## src/rtl/gpio_edge_pkg.sv

```systemverilog
package gpio_edge_pkg;
    localparam int unsigned DEF_BANKS  = 4;
    localparam int unsigned DEF_BANK_W = 32;
    // bank 3 .. bank 0, bank 0 in the low word
    localparam logic [DEF_BANKS*DEF_BANK_W-1:0] DEF_WAKE_MASK =
        128'h0012007F_EC080000_002001FC_8003FE1B;
endpackage

```

## src/rtl/gpio_sync2.sv

```systemverilog
module gpio_sync2 #(
    parameter int unsigned W = 8
) (
    input  logic         clk,
    input  logic         rst_n,
    input  logic [W-1:0] d_async,
    output logic [W-1:0] q_sync
);
    typedef struct packed {
        logic [W-1:0] meta;
        logic [W-1:0] stable;
    } sync_t;

    sync_t st_d, st_q;

    always_comb begin
        st_d        = st_q;
        st_d.meta   = d_async;
        st_d.stable = st_q.meta;
    end

    always_ff @(posedge clk or negedge rst_n) begin
        if (!rst_n) st_q <= '0;
        else        st_q <= st_d;
    end

    assign q_sync = st_q.stable;
endmodule

```

## src/rtl/gpio_edge_bank.sv

```systemverilog
module gpio_edge_bank #(
    parameter int unsigned W = 32,
    parameter logic [W-1:0] WAKE_MASK = '0
) (
    input  logic         clk,
    input  logic         rst_n,
    input  logic [W-1:0] lvl_i,
    input  logic [W-1:0] dir_i,
    input  logic [W-1:0] rise_en_i,
    input  logic [W-1:0] fall_en_i,
    input  logic         clr_we_i,
    input  logic [W-1:0] clr_data_i,
    input  logic         halted_i,
    output logic [W-1:0] status_o,
    output logic         wake_hit_o
);
    typedef struct packed {
        logic [W-1:0] prev;
        logic [W-1:0] status;
    } bank_t;

    bank_t        st_d, st_q;
    logic [W-1:0] set_mask;
    logic [W-1:0] clr_mask;
    logic [W-1:0] is_input;

    always_comb begin
        st_d       = st_q;
        is_input   = ~dir_i;
        set_mask   = ((lvl_i & ~st_q.prev & rise_en_i) |
                      (~lvl_i & st_q.prev & fall_en_i)) & is_input;
        clr_mask   = clr_we_i ? clr_data_i : '0;
        st_d.prev  = lvl_i;
        // a fresh edge overrides a simultaneous clear
        st_d.status = (st_q.status & ~clr_mask) | set_mask;
        wake_hit_o = halted_i & (|((lvl_i ^ st_q.prev) & is_input & WAKE_MASK));
    end

    always_ff @(posedge clk or negedge rst_n) begin
        if (!rst_n) st_q <= '0;
        else        st_q <= st_d;
    end

    assign status_o = st_q.status;

    // a set bit only falls when a clear covered it
    p_sticky_r4: assert property (@(posedge clk) disable iff (!rst_n)
        1'b1 |=> ((($past(status_o) & ~$past(clr_mask)) & ~status_o) == '0));

    // newly set bits belonged to input pins
    p_input_only_r3: assert property (@(posedge clk) disable iff (!rst_n)
        1'b1 |=> (((status_o & ~$past(status_o)) & $past(dir_i)) == '0));

    // a cleared bit without a fresh edge is low afterwards, an edged bit is high
    p_clear_vs_edge_r5: assert property (@(posedge clk) disable iff (!rst_n)
        1'b1 |=> ((($past(clr_mask & ~set_mask) & status_o) == '0) &&
                  (($past(set_mask) & ~status_o) == '0)));
endmodule

```

## src/rtl/gpio_irq_agg.sv

```systemverilog
module gpio_irq_agg #(
    parameter int unsigned NB = 4,
    parameter int unsigned W  = 32
) (
    input  logic          clk,
    input  logic          rst_n,
    input  logic [NB*W-1:0] status_i,
    input  logic [NB-1:0] wake_hit_i,
    output logic          irq0_o,
    output logic          irq1_o,
    output logic          irqx_o,
    output logic          wake_o
);
    localparam int unsigned TOT = NB * W;

    typedef struct packed {
        logic irq0;
        logic irq1;
        logic irqx;
        logic wake;
    } agg_t;

    agg_t st_d, st_q;

    always_comb begin
        st_d      = st_q;
        st_d.irq0 = status_i[0];
        st_d.irq1 = status_i[1];
        st_d.irqx = |status_i[TOT-1:2];
        st_d.wake = |wake_hit_i;
    end

    always_ff @(posedge clk or negedge rst_n) begin
        if (!rst_n) st_q <= '0;
        else        st_q <= st_d;
    end

    assign irq0_o = st_q.irq0;
    assign irq1_o = st_q.irq1;
    assign irqx_o = st_q.irqx;
    assign wake_o = st_q.wake;

    // dedicated lines trail their status bits by one cycle
    p_dedicated_r6: assert property (@(posedge clk) disable iff (!rst_n)
        1'b1 |=> (irq0_o == $past(status_i[0]) && irq1_o == $past(status_i[1])));

    // shared line never high when no other status bit was set
    p_shared_r7: assert property (@(posedge clk) disable iff (!rst_n)
        ($past(status_i[TOT-1:2]) == '0) |-> !irqx_o);

    // a wake pulse always comes from a bank hit the cycle before
    p_wake_src_r8: assert property (@(posedge clk) disable iff (!rst_n)
        wake_o |-> $past(|wake_hit_i));
endmodule

```

## src/rtl/gpio_edge_irq_top.sv

```systemverilog
module gpio_edge_irq_top
    import gpio_edge_pkg::*;
#(
    parameter int unsigned NB = DEF_BANKS,
    parameter int unsigned W  = DEF_BANK_W,
    parameter logic [NB*W-1:0] WAKE_MASK = DEF_WAKE_MASK
) (
    input  logic            clk,
    input  logic            rst_n,
    input  logic [NB*W-1:0] pad_in,
    input  logic [NB*W-1:0] pin_dir,
    input  logic [NB*W-1:0] rise_en,
    input  logic [NB*W-1:0] fall_en,
    input  logic [NB-1:0]   clr_we,
    input  logic [W-1:0]    clr_data,
    input  logic            halted,
    output logic [NB*W-1:0] status_o,
    output logic            irq_pin0,
    output logic            irq_pin1,
    output logic            irq_shared,
    output logic            wake_req
);
    localparam int unsigned TOT = NB * W;

    logic [TOT-1:0] lvl_sync;
    logic [NB-1:0]  wake_hit;

    gpio_sync2 #(.W(TOT)) i_sync (
        .clk     (clk),
        .rst_n   (rst_n),
        .d_async (pad_in),
        .q_sync  (lvl_sync)
    );

    for (genvar b = 0; b < NB; b++) begin : g_bank
        gpio_edge_bank #(
            .W         (W),
            .WAKE_MASK (WAKE_MASK[b*W +: W])
        ) i_bank (
            .clk        (clk),
            .rst_n      (rst_n),
            .lvl_i      (lvl_sync[b*W +: W]),
            .dir_i      (pin_dir[b*W +: W]),
            .rise_en_i  (rise_en[b*W +: W]),
            .fall_en_i  (fall_en[b*W +: W]),
            .clr_we_i   (clr_we[b]),
            .clr_data_i (clr_data),
            .halted_i   (halted),
            .status_o   (status_o[b*W +: W]),
            .wake_hit_o (wake_hit[b])
        );
    end

    gpio_irq_agg #(.NB(NB), .W(W)) i_agg (
        .clk        (clk),
        .rst_n      (rst_n),
        .status_i   (status_o),
        .wake_hit_i (wake_hit),
        .irq0_o     (irq_pin0),
        .irq1_o     (irq_pin1),
        .irqx_o     (irq_shared),
        .wake_o     (wake_req)
    );

    // outputs quiet right after reset release
    p_reset_quiet_r9: assert property (@(posedge clk)
        $rose(rst_n) |-> (status_o == '0 && !irq_pin0 && !irq_pin1 && !irq_shared && !wake_req));
endmodule

```

## config.mk

```make
export PLATFORM = sky130hd
export DESIGN_NAME = gpio_edge_irq_top
export DESIGN_NICKNAME = d
export VERILOG_FILES = /design/src/rtl/gpio_edge_pkg.sv /design/src/rtl/gpio_sync2.sv /design/src/rtl/gpio_edge_bank.sv /design/src/rtl/gpio_irq_agg.sv /design/src/rtl/gpio_edge_irq_top.sv
export SDC_FILE = /design/constraint.sdc
export NUM_CORES = 1
export LEC_CHECK = 0
export ABC_CLOCK_PERIOD_IN_PS = 1400
export BUFFER_PORTS_ARGS = -buffer_cell sky130_fd_sc_hd__buf_2
export CORE_AREA = 2 2 264 266
export CTS_CLUSTER_SIZE = 8
export DETAILED_ROUTE_END_ITERATION = 16
export DIE_AREA = 0 0 266 268
export SYNTH_ARGS = -nofsm -noshare
export SYNTH_HDL_FRONTEND = slang
export SYNTH_SLANG_ARGS = --single-unit
```

## constraint.sdc

```tcl
create_clock -name clk -period 1.4 [get_ports clk]
set_input_delay 0 -clock clk [delete_from_list [all_inputs] [get_ports clk]]
set_output_delay 0 -clock clk [all_outputs]
set_load 0.05 [all_outputs]
```

==> run metrics <==
max-capacitance violation count=0; drt wl/cell=21.7 um; final hold violation count=2; unrepaired setup endpoints after global routing=yes; H-tree levels=3; GRT Residual Overflow=0; endpoint of the lowest-slack register-to-register path=i_agg.irqx_o; syn_nets=2285; area share of and/or/nand/nor cells after synthesis=10.3%; number of remaining DRC errors=0; total clock buffers created by CTS=75; kind of critical path=reg2reg; Layout Nets=3651; power density cells=1290 mW/mm^2; IO buf count=682; total number of yosys warnings=0; via count of the routed design=18100; worst hold path stage count=5; number of antenna violations at the first check in global routing=7; highest clock rate=0.579 GHz; largest net degree at the start of global routing=96; VDD IR-drop max=0.952 mV; share of synthesized area spent on multiplexers=0%; iteration count of the initial detailed-routing pass=6; transition time of the tightest slew-check pin=0.724 ns; count of cell types in the netlist=17; endpoint kind of the worst setup timing path=register; most area-hungry cell type in the Yosys netlist=dfrtp_1; vias in the first global route=19300; failing checks=hold timing, setup timing; DRC marker count from the first detailed-route iteration=1102; Slew HR=51.6%; count of clock tree sinks=516; routed via count divided by cell count=4.60; total half-perimeter wirelength after legalization and detailed placement=58.1 mm; die width=266 um; Synth Area in Compound Gates=8.45%; Critical Path Source Type=register; top fanout value on the critical path=3; source of the critical timing path=g_bank[3].i_bank.status_o[27]; largest family of logic cells by synthesized area=simple AND/OR/NAND/NOR gates; mapped cell area=0.0190 sq mm; worst hold-check slack=-0.00269 ns; post-detailed-route count of antenna-violating nets=0; total I/O pin count=683; Hold Path Sink=g_bank[1].i_bank.status_o[5]; Pins Over Slew Limit=0; worst min path class=in2reg; worst hold start=clr_we[1]; overall power=0.0417 W; biggest area contributors in the synthesized netlist=dfrtp_1 (68%), nand2_1 (6.9%), buf_4 (5.0%), ha_1 (4.9%), o21ai_0 (3.4%); clock-pin slew on the worst setup and hold paths=0.05 ns; worst flop-to-flop path startpoint=g_bank[3].i_bank.status_o[27]; Fin Setup TNS=-0.629 ns; CTS tree=yes; clock root buffer=clkbuf_16; required time worst endpoint=1.87 ns; Worst Skew=0.0225 ns; cell count of the worst reg-to-reg path=5; Yosys top cell area share=67.9%; Core Region=0.0682 sq mm; Register-to-Register Setup Slack=-0.33 ns; Starting Density=27.9%; final cell utilization of the core=47.4%; growth of design area from synthesis to finish=69.9%; placer congestion estimate=0.844; setup ws final=-0.327 ns; gate count after technology mapping=1660; total die area=0.0713 sq mm; Leak=16.1 nW; total of flip-flops plus latches after synthesis=516; height of the die=268 um; Adder-Cell Fraction of Synth Area=4.87%; data arrival at the endpoint of the critical path=2.20 ns; min Tclk post-route=1.73 ns; post-synthesis xor/xnor area fraction=0%; largest buffer count on any clock path=3; Clk Latency, worst-skew pair=0.60 ns; run status=complete, but fails checks; Std-Cell Rows=96; global-route wire length before repair=117 mm; GRT Total Usage=22.5%; Total Routed Length=85.3 mm; proportion of layout cells with a drive suffix above 1=32.4%; part of the cycle the worst path needs=123%; Synth Area per Inst=11.5 sq um; Setup violations, final=5; sequential cell area fraction in the yosys report=67.9%
==> metrics by stage <==
| stage | setup WS, ns | area (sq um) | std cells |
|---|---|---|---|
| 3_5_place_dp | -0.611 | 24000 | 3254 |
| 6_report | -0.327 | 32300 | 3931 |
| 4_1_cts | -0.263 | 31600 | 3864 |
| 3_3_place_gp | -0.632 | 24000 | 3254 |
| 2_1_floorplan | 0.0713 | 19000 | 1660 |
| 5_1_grt | -0.322 | 32300 | 3925 |
==> how the worst max path moves through the flow <==
| stage | end | slack (ns) | depth (start not counted) |
|---|---|---|---|
| after floorplan | i_agg.wake_o | 0.07 | 5 |
| after global routing | i_agg.irqx_o | -0.32 | 5 |
| final | i_agg.irqx_o | -0.33 | 5 |
| after CTS | i_agg.irqx_o | -0.26 | 5 |
| after detailed placement | i_agg.irqx_o | -0.61 | 4 |
| after global placement | i_agg.irqx_o | -0.63 | 4 |
==> registers in the layout, indices dropped and copies added (netlist names) <==
name                    flops
i_sync.st_d               128
i_agg.irqx_o                1
g_bank.i_bank.st_q        128
i_agg.irq1_o                1
i_sync.q_sync             128
i_agg.wake_o                1
i_agg.irq0_o                1
g_bank.i_bank.status_o    128
==> report_power, final <==
| group | internal (W) | leakage, nW | total, W | switching (W) |
|---|---|---|---|---|
| Clock | 0.00972 | 1.00 | 0.0163 | 0.00663 |
| Combinational | 0.00351 | 8.95 | 0.00835 | 0.00485 |
| Sequential | 0.0161 | 6.11 | 0.0170 | 0.000906 |
| Total | 0.0293 | 16.1 | 0.0417 | 0.0124 |
==> cell type report <==
cell class | instances | area, sq um
Tap cell | 882 | 1100
Sequential cell | 516 | 12900
Fill cell | 5826 | 35900
Clock inverter | 7 | 126
Timing Repair Buffer | 1429 | 10800
Antenna cell | 12 | 30.0
Clock buffer | 81 | 1930
Multi-Input combinational cell | 839 | 4770
Inverter | 165 | 619
==> cell usage after synthesis, drive strengths merged <==
library cell  number
clkbuf            12
o21a               1
o22ai             18
nand3              2
ha                74
buf              128
nor2              95
nor4              36
a31oi             91
nand2            348
o21ai            128
dfrtp            516
inv              165
nor3               1
a22oi             37
nand4              8
==> what timing repair did <==
item | in CTS | in global routing
resized for setup | 83 | 89
pin swaps | 6 | 43
endpoints found under the hold margin | 773 | 58
endpoints found under the setup margin | 36 | 77
setup buffers | 8 | 1
hold buffers | 514 | 111
==> cells in the final DEF, fill, tap and decap left out, drive strengths merged <==
cell	Yosys	final
nor2	95	95
ha	74	74
nand3	2	2
dfrtp	516	516
nor4	36	36
clkbuf	12	90
diode	0	12
a31oi	91	91
a22oi	37	37
o21ai	128	128
dlygate4sd3	0	567
buf	128	852
inv	165	167
nor3	1	1
nand2	348	348
o22ai	18	18
o21a	1	1
dlymetal6s4s	0	1
nand4	8	8
clkinv	0	5
==> worst max-delay path, cell delays in order, from the launching register on <==
cell     delay, ns
dfrtp_1       0.42
nor4_2        0.55
buf_4         0.20
nand4_1       0.08
nor4_1        0.29
nand2_1       0.08
==> layer usage <==
metal  track usage [%]  part of all wire [%]  wire length (um)  vias up
li1                  -                     -                 -     8057
met1              25.3                    38             32400     8844
met2              40.0                    50             42800      874
met3              5.29                   6.6              5600      299
met4              11.1                   5.4              4580        2
met5                 0                 0.015                13        -
==> kinds of logic (layout without fill, tap and decap cells) <==
family	count (synthesis)	after routing
compound gates	275	275
fa+ha+maj	74	74
buf+inv	305	1682
flops	516	516
other cells	0	12
simple gates	490	490
Power figures use the tool's default switching activity.
